**src/rtl/lcv_pkg.sv**
```systemverilog
package lcv_pkg;
  localparam int LCV_W = 16;
  localparam logic [LCV_W-1:0] LCV_MAX = {LCV_W{1'b1}};

  localparam logic [7:0] A_CTRL = 8'h20;
  localparam logic [7:0] A_STAT = 8'h21;
  localparam logic [7:0] A_HIGH = 8'h23;
  localparam logic [7:0] A_LOW  = 8'h24;

  typedef struct packed {
    logic b8zs_en;
    logic irq_en;
    logic short_per;
  } lcv_ctrl_t;

  // Ticks in the short period: ticks_per_sec * 42 / 1000, rounded.
  function automatic longint short_ticks(longint per_sec);
    return (per_sec * 42 + 500) / 1000;
  endfunction

  // Saturating increment of the live count.
  function automatic logic [LCV_W-1:0] sat_inc(logic [LCV_W-1:0] v, logic inc);
    if (v == LCV_MAX) return v;
    return v + LCV_W'(inc);
  endfunction

  // Merge of the two event types with optional substitution masking.
  function automatic logic qualify(logic bpv, logic exz, logic sub, logic mask_en);
    return (bpv & ~(mask_en & sub)) | exz;
  endfunction
endpackage

```
**src/rtl/lcv_tick_timer.sv**
```systemverilog
module lcv_tick_timer
  import lcv_pkg::*;
#(
  parameter int unsigned TICKS_PER_SEC = 125_000_000
) (
  input  logic clk,
  input  logic rst_n,
  input  logic period_sel,
  output logic boundary
);
  localparam int unsigned LIM_LONG  = TICKS_PER_SEC;
  localparam int unsigned LIM_SHORT = int'(short_ticks(longint'(TICKS_PER_SEC)));
  localparam int CNT_W = $clog2(LIM_LONG + 1);

  logic [CNT_W-1:0] cnt;
  logic             sel_q;
  logic             sel_change;
  logic [CNT_W-1:0] last_tick;

  assign sel_change = (period_sel != sel_q);
  assign last_tick  = sel_q ? CNT_W'(LIM_SHORT - 1) : CNT_W'(LIM_LONG - 1);
  assign boundary   = !sel_change && (cnt == last_tick);

  always_ff @(posedge clk or negedge rst_n) begin
    if (!rst_n) begin
      cnt   <= '0;
      sel_q <= 1'b0;
    end else begin
      sel_q <= period_sel;
      if (sel_change || boundary) cnt <= '0;
      else                        cnt <= cnt + 1'b1;
    end
  end

  p_restart_r6: assert property (@(posedge clk) disable iff (!rst_n)
    sel_change |=> (cnt == '0));
  p_advance_r5: assert property (@(posedge clk) disable iff (!rst_n)
    (!sel_change && !boundary) |=> (cnt == $past(cnt) + 1'b1));
  p_wrap_r5: assert property (@(posedge clk) disable iff (!rst_n)
    boundary |=> (cnt == '0) && !boundary);
endmodule

```
**src/rtl/lcv_event_qual.sv**
```systemverilog
module lcv_event_qual
  import lcv_pkg::*;
(
  input  logic bpv,
  input  logic exz,
  input  logic sub_word,
  input  logic mask_en,
  output logic event_out
);
  assign event_out = qualify(bpv, exz, sub_word, mask_en);
endmodule

```
**src/rtl/lcv_count_core.sv**
```systemverilog
module lcv_count_core
  import lcv_pkg::*;
(
  input  logic             clk,
  input  logic             rst_n,
  input  logic             boundary,
  input  logic             event_in,
  output logic [LCV_W-1:0] live_count,
  output logic [LCV_W-1:0] held_count
);
  always_ff @(posedge clk or negedge rst_n) begin
    if (!rst_n) begin
      live_count <= '0;
      held_count <= '0;
    end else if (boundary) begin
      held_count <= live_count;
      live_count <= LCV_W'(event_in);
    end else begin
      live_count <= sat_inc(live_count, event_in);
    end
  end

  p_no_overflow_r3: assert property (@(posedge clk) disable iff (!rst_n)
    (live_count == LCV_MAX && !boundary) |=> (live_count == LCV_MAX));
  p_hold_stable_r2: assert property (@(posedge clk) disable iff (!rst_n)
    !boundary |=> $stable(held_count));
  p_publish_r2: assert property (@(posedge clk) disable iff (!rst_n)
    boundary |=> (held_count == $past(live_count)));
  p_boundary_load_r4: assert property (@(posedge clk) disable iff (!rst_n)
    boundary |=> (live_count == LCV_W'($past(event_in))));
endmodule

```
**src/rtl/lcv_host_regs.sv**
```systemverilog
module lcv_host_regs
  import lcv_pkg::*;
(
  input  logic             clk,
  input  logic             rst_n,
  input  logic [7:0]       addr,
  input  logic             wr,
  input  logic [7:0]       wdata,
  input  logic             boundary,
  input  logic [LCV_W-1:0] held_count,
  output lcv_ctrl_t        ctrl,
  output logic             flag,
  output logic [7:0]       rdata
);
  logic ctrl_wr;
  logic flag_clr;

  assign ctrl_wr  = wr && (addr == A_CTRL);
  assign flag_clr = wr && (addr == A_STAT) && wdata[0];

  always_ff @(posedge clk or negedge rst_n) begin
    if (!rst_n) begin
      ctrl <= '0;
      flag <= 1'b0;
    end else begin
      if (ctrl_wr) ctrl <= lcv_ctrl_t'(wdata[2:0]);
      if (boundary)      flag <= 1'b1;
      else if (flag_clr) flag <= 1'b0;
    end
  end

  always_comb begin
    case (addr)
      A_CTRL:  rdata = {5'b0, ctrl};
      A_STAT:  rdata = {7'b0, flag};
      A_HIGH:  rdata = held_count[15:8];
      A_LOW:   rdata = held_count[7:0];
      default: rdata = 8'h00;
    endcase
  end

  p_flag_set_r7: assert property (@(posedge clk) disable iff (!rst_n)
    boundary |=> flag);
  p_flag_sticky_r7: assert property (@(posedge clk) disable iff (!rst_n)
    (flag && !flag_clr) |=> flag);
  p_flag_clear_r7: assert property (@(posedge clk) disable iff (!rst_n)
    (flag_clr && !boundary) |=> !flag);
endmodule

```
**src/rtl/lcv_perf_counter.sv**
```systemverilog
module lcv_perf_counter
  import lcv_pkg::*;
#(
  parameter int unsigned TICKS_PER_SEC = 125_000_000
) (
  input  logic       clk,
  input  logic       rst_n,
  input  logic       bpv_pulse,
  input  logic       exz_pulse,
  input  logic       b8zs_word,
  input  logic       los_ind,
  input  logic [7:0] reg_addr,
  input  logic       reg_wr,
  input  logic [7:0] reg_wdata,
  output logic [7:0] reg_rdata,
  output logic       irq
);
  lcv_ctrl_t        ctrl;
  logic             boundary;
  logic             viol_event;
  logic             flag;
  logic [LCV_W-1:0] live_count;
  logic [LCV_W-1:0] held_count;

  lcv_tick_timer #(.TICKS_PER_SEC(TICKS_PER_SEC)) u_timer (
    .clk        (clk),
    .rst_n      (rst_n),
    .period_sel (ctrl.short_per),
    .boundary   (boundary)
  );

  lcv_event_qual u_qual (
    .bpv       (bpv_pulse),
    .exz       (exz_pulse),
    .sub_word  (b8zs_word),
    .mask_en   (ctrl.b8zs_en),
    .event_out (viol_event)
  );

  lcv_count_core u_core (
    .clk        (clk),
    .rst_n      (rst_n),
    .boundary   (boundary),
    .event_in   (viol_event),
    .live_count (live_count),
    .held_count (held_count)
  );

  lcv_host_regs u_regs (
    .clk        (clk),
    .rst_n      (rst_n),
    .addr       (reg_addr),
    .wr         (reg_wr),
    .wdata      (reg_wdata),
    .boundary   (boundary),
    .held_count (held_count),
    .ctrl       (ctrl),
    .flag       (flag),
    .rdata      (reg_rdata)
  );

  assign irq = flag & ctrl.irq_en;

  // Counting continues while synchronisation is lost.
  p_los_counts_r11: assert property (@(posedge clk) disable iff (!rst_n)
    (los_ind && viol_event && !boundary && live_count != LCV_MAX)
      |=> (live_count == $past(live_count) + 1'b1));
  // A masked substitution-word violation adds nothing.
  p_sub_masked_r9: assert property (@(posedge clk) disable iff (!rst_n)
    (ctrl.b8zs_en && b8zs_word && bpv_pulse && !exz_pulse && !boundary)
      |=> (live_count == $past(live_count)));
  // Two coincident event types add exactly one.
  p_merge_once_r10: assert property (@(posedge clk) disable iff (!rst_n)
    (bpv_pulse && exz_pulse && !boundary && live_count != LCV_MAX)
      |=> (live_count == $past(live_count) + 1'b1));
endmodule

```
**config.mk**
```make
export PLATFORM = sky130hd
export DESIGN_NAME = lcv_perf_counter
export DESIGN_NICKNAME = d
export VERILOG_FILES = /design/src/rtl/lcv_pkg.sv /design/src/rtl/lcv_tick_timer.sv /design/src/rtl/lcv_event_qual.sv /design/src/rtl/lcv_count_core.sv /design/src/rtl/lcv_host_regs.sv /design/src/rtl/lcv_perf_counter.sv
export SDC_FILE = /design/constraint.sdc
export NUM_CORES = 1
export LEC_CHECK = 0
export ABC_CLOCK_PERIOD_IN_PS = 7250
export BUFFER_PORTS_ARGS = -buffer_cell sky130_fd_sc_hd__buf_2
export CAP_MARGIN = 20
export CORE_ASPECT_RATIO = 0.8
export CORE_MARGIN = 4
export CORE_UTILIZATION = 63
export CTS_CLUSTER_DIAMETER = 150
export CTS_CLUSTER_SIZE = 16
export DETAILED_ROUTE_END_ITERATION = 10
export HOLD_SLACK_MARGIN = 0.02
export PLACE_DENSITY = 0.86
export SLEW_MARGIN = 25
export SYNTH_ARGS = -nofsm -noshare
export SYNTH_HDL_FRONTEND = slang
export SYNTH_SLANG_ARGS = --single-unit
```
**constraint.sdc**
```tcl
create_clock -name clk -period 7.25 [get_ports clk]
set_clock_uncertainty 0.1 [all_clocks]
set_input_delay 0.3625 -clock clk [delete_from_list [all_inputs] [get_ports clk]]
set_output_delay 0.3625 -clock clk [all_outputs]
set_load 0.05 [all_outputs]
```
After elaboration in Yosys (flattened, before gate mapping)
Cells that the tools add are included.
{"block": "totals", "regBits": 64, "out_inout_bits": 9}
{"block": "op_classes", "add_sub_neg": 2, "eq_ne": 8, "muxes": 9, "n_bitwise": 5, "n_reduce_logical": 7}
{"cell": "27-bit two-way mux", "count": 2}
{"cell": "8-bit by 6-bit == test with 1-bit output (second input constant)", "count": 4}
{"cell": "16-bit two-way mux", "count": 2}
{"cell": "8-bit one-hot mux with 4 select lines", "count": 1}
{"cell": "27-bit by 1-bit adder with 27-bit output (second input constant)", "count": 1}
{"cell": "27-bit == test", "count": 1}
{"cell": "16-bit by 1-bit adder with 16-bit output", "count": 1}
{"cell": "16-bit == test (second input constant)", "count": 1}
{"cell": "1-bit logical AND", "count": 4}
{"cell": "1-bit two-way mux", "count": 4}
{"cell": "1-bit bitwise AND", "count": 3}
{"cell": "3-bit != test (second input constant)", "count": 1}
{"cell": "2-bit nonzero test", "count": 1}
{"cell": "1-bit zero test", "count": 1}
{"cell": "1-bit logical OR", "count": 1}
{"cell": "1-bit != test", "count": 1}
{"cell": "1-bit inverter", "count": 1}
{"cell": "1-bit bitwise OR", "count": 1}

Logic depth before layout (Yosys ltp)
{"block": "logic_depth", "word_depth": 7, "mapped_depth": 8}

Modules after synthesis
From an unflattened synthesis, not the netlist that was laid out.
{"block": "hier_totals", "cells_unflattened": 337, "hier_area_um2": 3480.8}
{"module": "lcv_tick_timer", "instances": 1, "cells_per_inst": 162, "area_each_um2": 1607.8, "seq_area_each_um2": 700.7}
{"module": "lcv_count_core", "instances": 1, "cells_per_inst": 130, "area_each_um2": 1482.7, "seq_area_each_um2": 800.8}
{"module": "lcv_host_regs", "instances": 1, "cells_per_inst": 42, "area_each_um2": 372.9, "seq_area_each_um2": 100.1}
{"module": "lcv_event_qual", "instances": 1, "cells_per_inst": 2, "area_each_um2": 11.3, "seq_area_each_um2": 0.0}
{"module": "lcv_perf_counter", "instances": 1, "cells_per_inst": 1, "area_each_um2": 6.3, "seq_area_each_um2": 0.0}

Least setup slack after synthesis
OpenSTA, ideal clock, no wires.
{"block": "synth_timing", "kind": "input to output", "from": "in reg_addr[7]", "to": "out reg_rdata[0]", "t_arrival_ns": 2.341, "required_time_ns": 6.787, "slack_ns": 4.446, "cell_stages": 5, "n_path_buf": 0, "cell_sequence": "nand2b_1 -> nor4_1 -> nor3b_1 -> a2bb2oi_1 -> o21ai_0"}
{"block": "synth_between", "elab_chain_cells": 2}
{"element": "start, declared", "line_no": "lcv_perf_counter.sv:12", "rtl": "input logic [7:0] reg_addr,"}
{"element": "8-bit by 6-bit == test with 1-bit output", "line_no": "lcv_host_regs.sv:33", "rtl": "case (addr)"}
{"element": "8-bit one-hot mux with 4 select lines *", "line_no": "lcv_host_regs.sv:33"}
{"element": "end, declared", "line_no": "lcv_perf_counter.sv:15", "rtl": "output logic [7:0] reg_rdata,"}
Mark *: on every way between the ends. The rest lies on a longest branch, timed or not.

Worst setup path after layout
{"block": "layout_timing", "from": "in reg_addr[7]", "to": "out reg_rdata[1]"}
Same word-level chain as after synthesis.

==> flow_summary_export.csv <==
group,metric,value,unit
finish,finalNetCount,365,
grt,grt.overflow.total,0,
grt,antenna_found_initial,0,
critical_path,endpoint_kind,"output pin",
die,die_area,6323,µm²
die,die_w,87.91,µm
sta,finalSetupViolCount,0,
synth,syn_avg_cell_area,10.41,µm²
finish,drive_above_1_share,19.53,%
route,drt_first_pass_iters,6,
place,post-place-ws,4523,ps
die,row_count,22,
finish,antennaDiodeCount,0,
synth,synthFlopType,"dfrtp_1",
clock_tree,htreeDepth,3,
clock_tree,clock_path_buffers,2,
sta,min_period,2733,ps
synth,syn_nets,335,
route,vias_per_cell,5.978,
sta,slew_headroom,36.16,%
critical_path,r2r_start,"u_timer.cnt[13]",
route,ant_nets,0,
route,routed_wirelength,6637,µm
synth,synth_seq_cells,64,
critical_path,reg2reg_depth,5,
flow_run,maxCapViolCount,0,
critical_path,worstReg2RegEnd,"u_core.held_count[6]",
critical_path,path_class,"input pin to output pin",
synth,ys_seq_area_share,49.77,%
route,drc_errors,0,
worst_hold_path,min_path_type,"input pin to async pin",
grt,grt_usage,22.18,%
pwr,finalPower,0.0009389,W
synth,synth_cell_types,45,
run_status,outcome,"finished clean",
pwr,irDropWorstVdd,0.2069,mV
critical_path,r2r_setup_slack,4550,ps
clock_tree,clkSinkCount,64,
route,via_count,2409,
sta,whs,78.38,ps
sta,layout_setup_ws,4517,ps
pwr,p_leak,1.663,nW
clock_tree,cts_tree,"yes",
clock_tree,numCtsBuffers,9,
sta,finalSetupTns,0,ps
clock_tree,clock-root-buffer,"clkbuf_8",
die,ios,32,
sta,fin_crit_sh,37.69,%
grt,grt_max_degree,65,
clock_tree,clkTransAtPathRegs,60,ps
route,routedWlPerCell,16.47,µm
critical_path,arrival,2270,ps
synth,ys_warn_count,0,
critical_path,critPathMaxFanout,7,
sta,max_freq,365.9,MHz
finish,final_util,75.91,%
grt,grt_pass1_vias,2252,
sta,drv_slew,0,
synth,syn_area,3218,µm²
critical_path,critPathRequiredTime,6790,ps
synth,ys_async_sr_fraction,100.0,%
place,portBuffers,25,
sta,hold_violations,0,
synth,synth_edf_count,0,
synth,synthCells,309,
route,drt_iter0_drc,174,
clock_tree,post_cts_buffers,0,
critical_path,cp-start-kind,"input pin",
sta,tightest_slew,948.8,ps
die,die_y,71.93,µm
place,hpwlAfterDp,4523,µm
clock_tree,cts_resized,0,
place,gp_congestion,0.8701,
finish,area_growth,12.33,%
clock_tree,insertion_delay,350,ps
pwr,p_per_area,259.8,nW/µm²
die,coreArea,4762,µm²
grt,grt_pass1_wl,10680,µm
clock_tree,postCtsHoldBufs,0,
die,start_util,67.58,%
sta,rsz0062_at_grt,"no",
==> metal layers <==
metal / GRT usage [%] / share of wire [%] / up-vias
li1: - / - / 1155
met1: 31.25 / 46 / 1158
met2: 32.36 / 44 / 80
met3: 7.378 / 8.2 / 16
met4: 7.496 / 1.9 / 0
met5: 0 / 0 / -
==> flip-flops by register name (all words and copies together) (netlist names) <==
signal / flops
u_timer.sel_q: 1
u_core.held_count: 16
u_timer.cnt: 27
u_regs.flag: 1
u_regs.ctrl: 3
u_core.live_count: 16
==> kinds of logic after synthesis <==
| family | count (synthesis) | share of synthesized area (%) |
|---|---|---|
| xor gates and xnor gates | 33 | 8.981 |
| buffers and inverters | 14 | 2.216 |
| AOI/OAI and AO/OA | 34 | 7.271 |
| and+or+nand+nor | 139 | 22.47 |
| DFF | 64 | 49.77 |
| adders and majority gates | 3 | 1.167 |
| muxes | 22 | 8.126 |
==> critical path: stages <==
cell and delay, ps:
buf_2 90, nand2b_1 120, nor4_1 230, nand2_1 160
nor3b_1 790, a22o_1 260, buf_2 260
==> where the power goes <==
part / internal (W) / switching (W) / total (W)
combinational: 0.0000553 / 0.0000772 / 0.000133
sequential: 0.000399 / 0.0000668 / 0.000465
clock: 0.000210 / 0.000131 / 0.000341
==> cell usage after synthesis, types with 2 or more instances <==
library cell	number	share of area [%]
a21oi_1	11	1.7
a22o_1	7	1.9
a31oi_1	4	0.78
and2_1	2	0.39
and3_1	3	0.58
and4_1	2	0.54
buf_2	3	0.47
buf_6	2	0.70
clkbuf_1	2	0.23
dfrtp_1	64	50
ha_1	3	1.2
inv_1	7	0.82
mux2_1	3	1.0
mux2_2	14	4.9
mux2_4	4	1.9
nand2_1	20	2.3
nand2b_1	3	0.58
nand3_1	14	2.2
nand3b_1	3	0.70
nand4_1	13	2.5
nor2_1	45	5.2
nor2b_1	2	0.39
nor3_1	12	1.9
nor3b_1	3	0.70
nor4_1	6	1.2
o21ai_0	4	0.62
or2_2	3	0.58
or4_1	2	0.47
xnor2_1	11	3.0
xor2_1	22	6.0
==> how the worst max path moves through the flow <==
stage,from,end,cells past startpoint
floorplan,reg_addr[7],reg_rdata[0],5
global placement,reg_addr[7],reg_rdata[1],7
detailed placement,reg_addr[7],reg_rdata[1],7
CTS,reg_addr[7],reg_rdata[1],7
global route,reg_addr[7],reg_rdata[1],7
finish,reg_addr[7],reg_rdata[1],7
==> metrics by stage <==
stage          area (µm²)  std cells
2_1_floorplan        3218        309
3_3_place_gp         3381        388
3_5_place_dp         3387        388
4_1_cts              3607        403
5_1_grt              3615        403
6_report             3615        403
==> cell usage in the layout, fill, tap and decap left out, types with 3 or more instances in the layout <==
master / n
nand3_1: 14
nand4_1: 13
a31oi_1: 4
xor2_1: 22
a22o_1: 7
nor4_1: 5
buf_2: 25
mux2_1: 3
ha_1: 3
nor3b_1: 3
a21oi_1: 11
or2_2: 3
nor3_1: 12
o21ai_0: 4
nor2_1: 45
nand3b_1: 3
clkbuf_8: 11
mux2_2: 14
xnor2_1: 11
and3_1: 3
inv_1: 7
nand2b_1: 3
mux2_4: 4
nand2_1: 20
dfrtp_1: 64
==> cell type report <==
| type | instances | area, µm² |
|---|---|---|
| sequential | 64 | 1602 |
| inverter | 7 | 26.28 |
| multi-input combinational | 231 | 1559 |
| timing repair buffer | 26 | 132.6 |
| fill | 311 | 1147 |
| tap | 60 | 75.07 |
| clock buffer | 12 | 155.1 |
| clock inverter | 3 | 65.06 |
No activity file was read; power rests on OpenSTA's default activity.
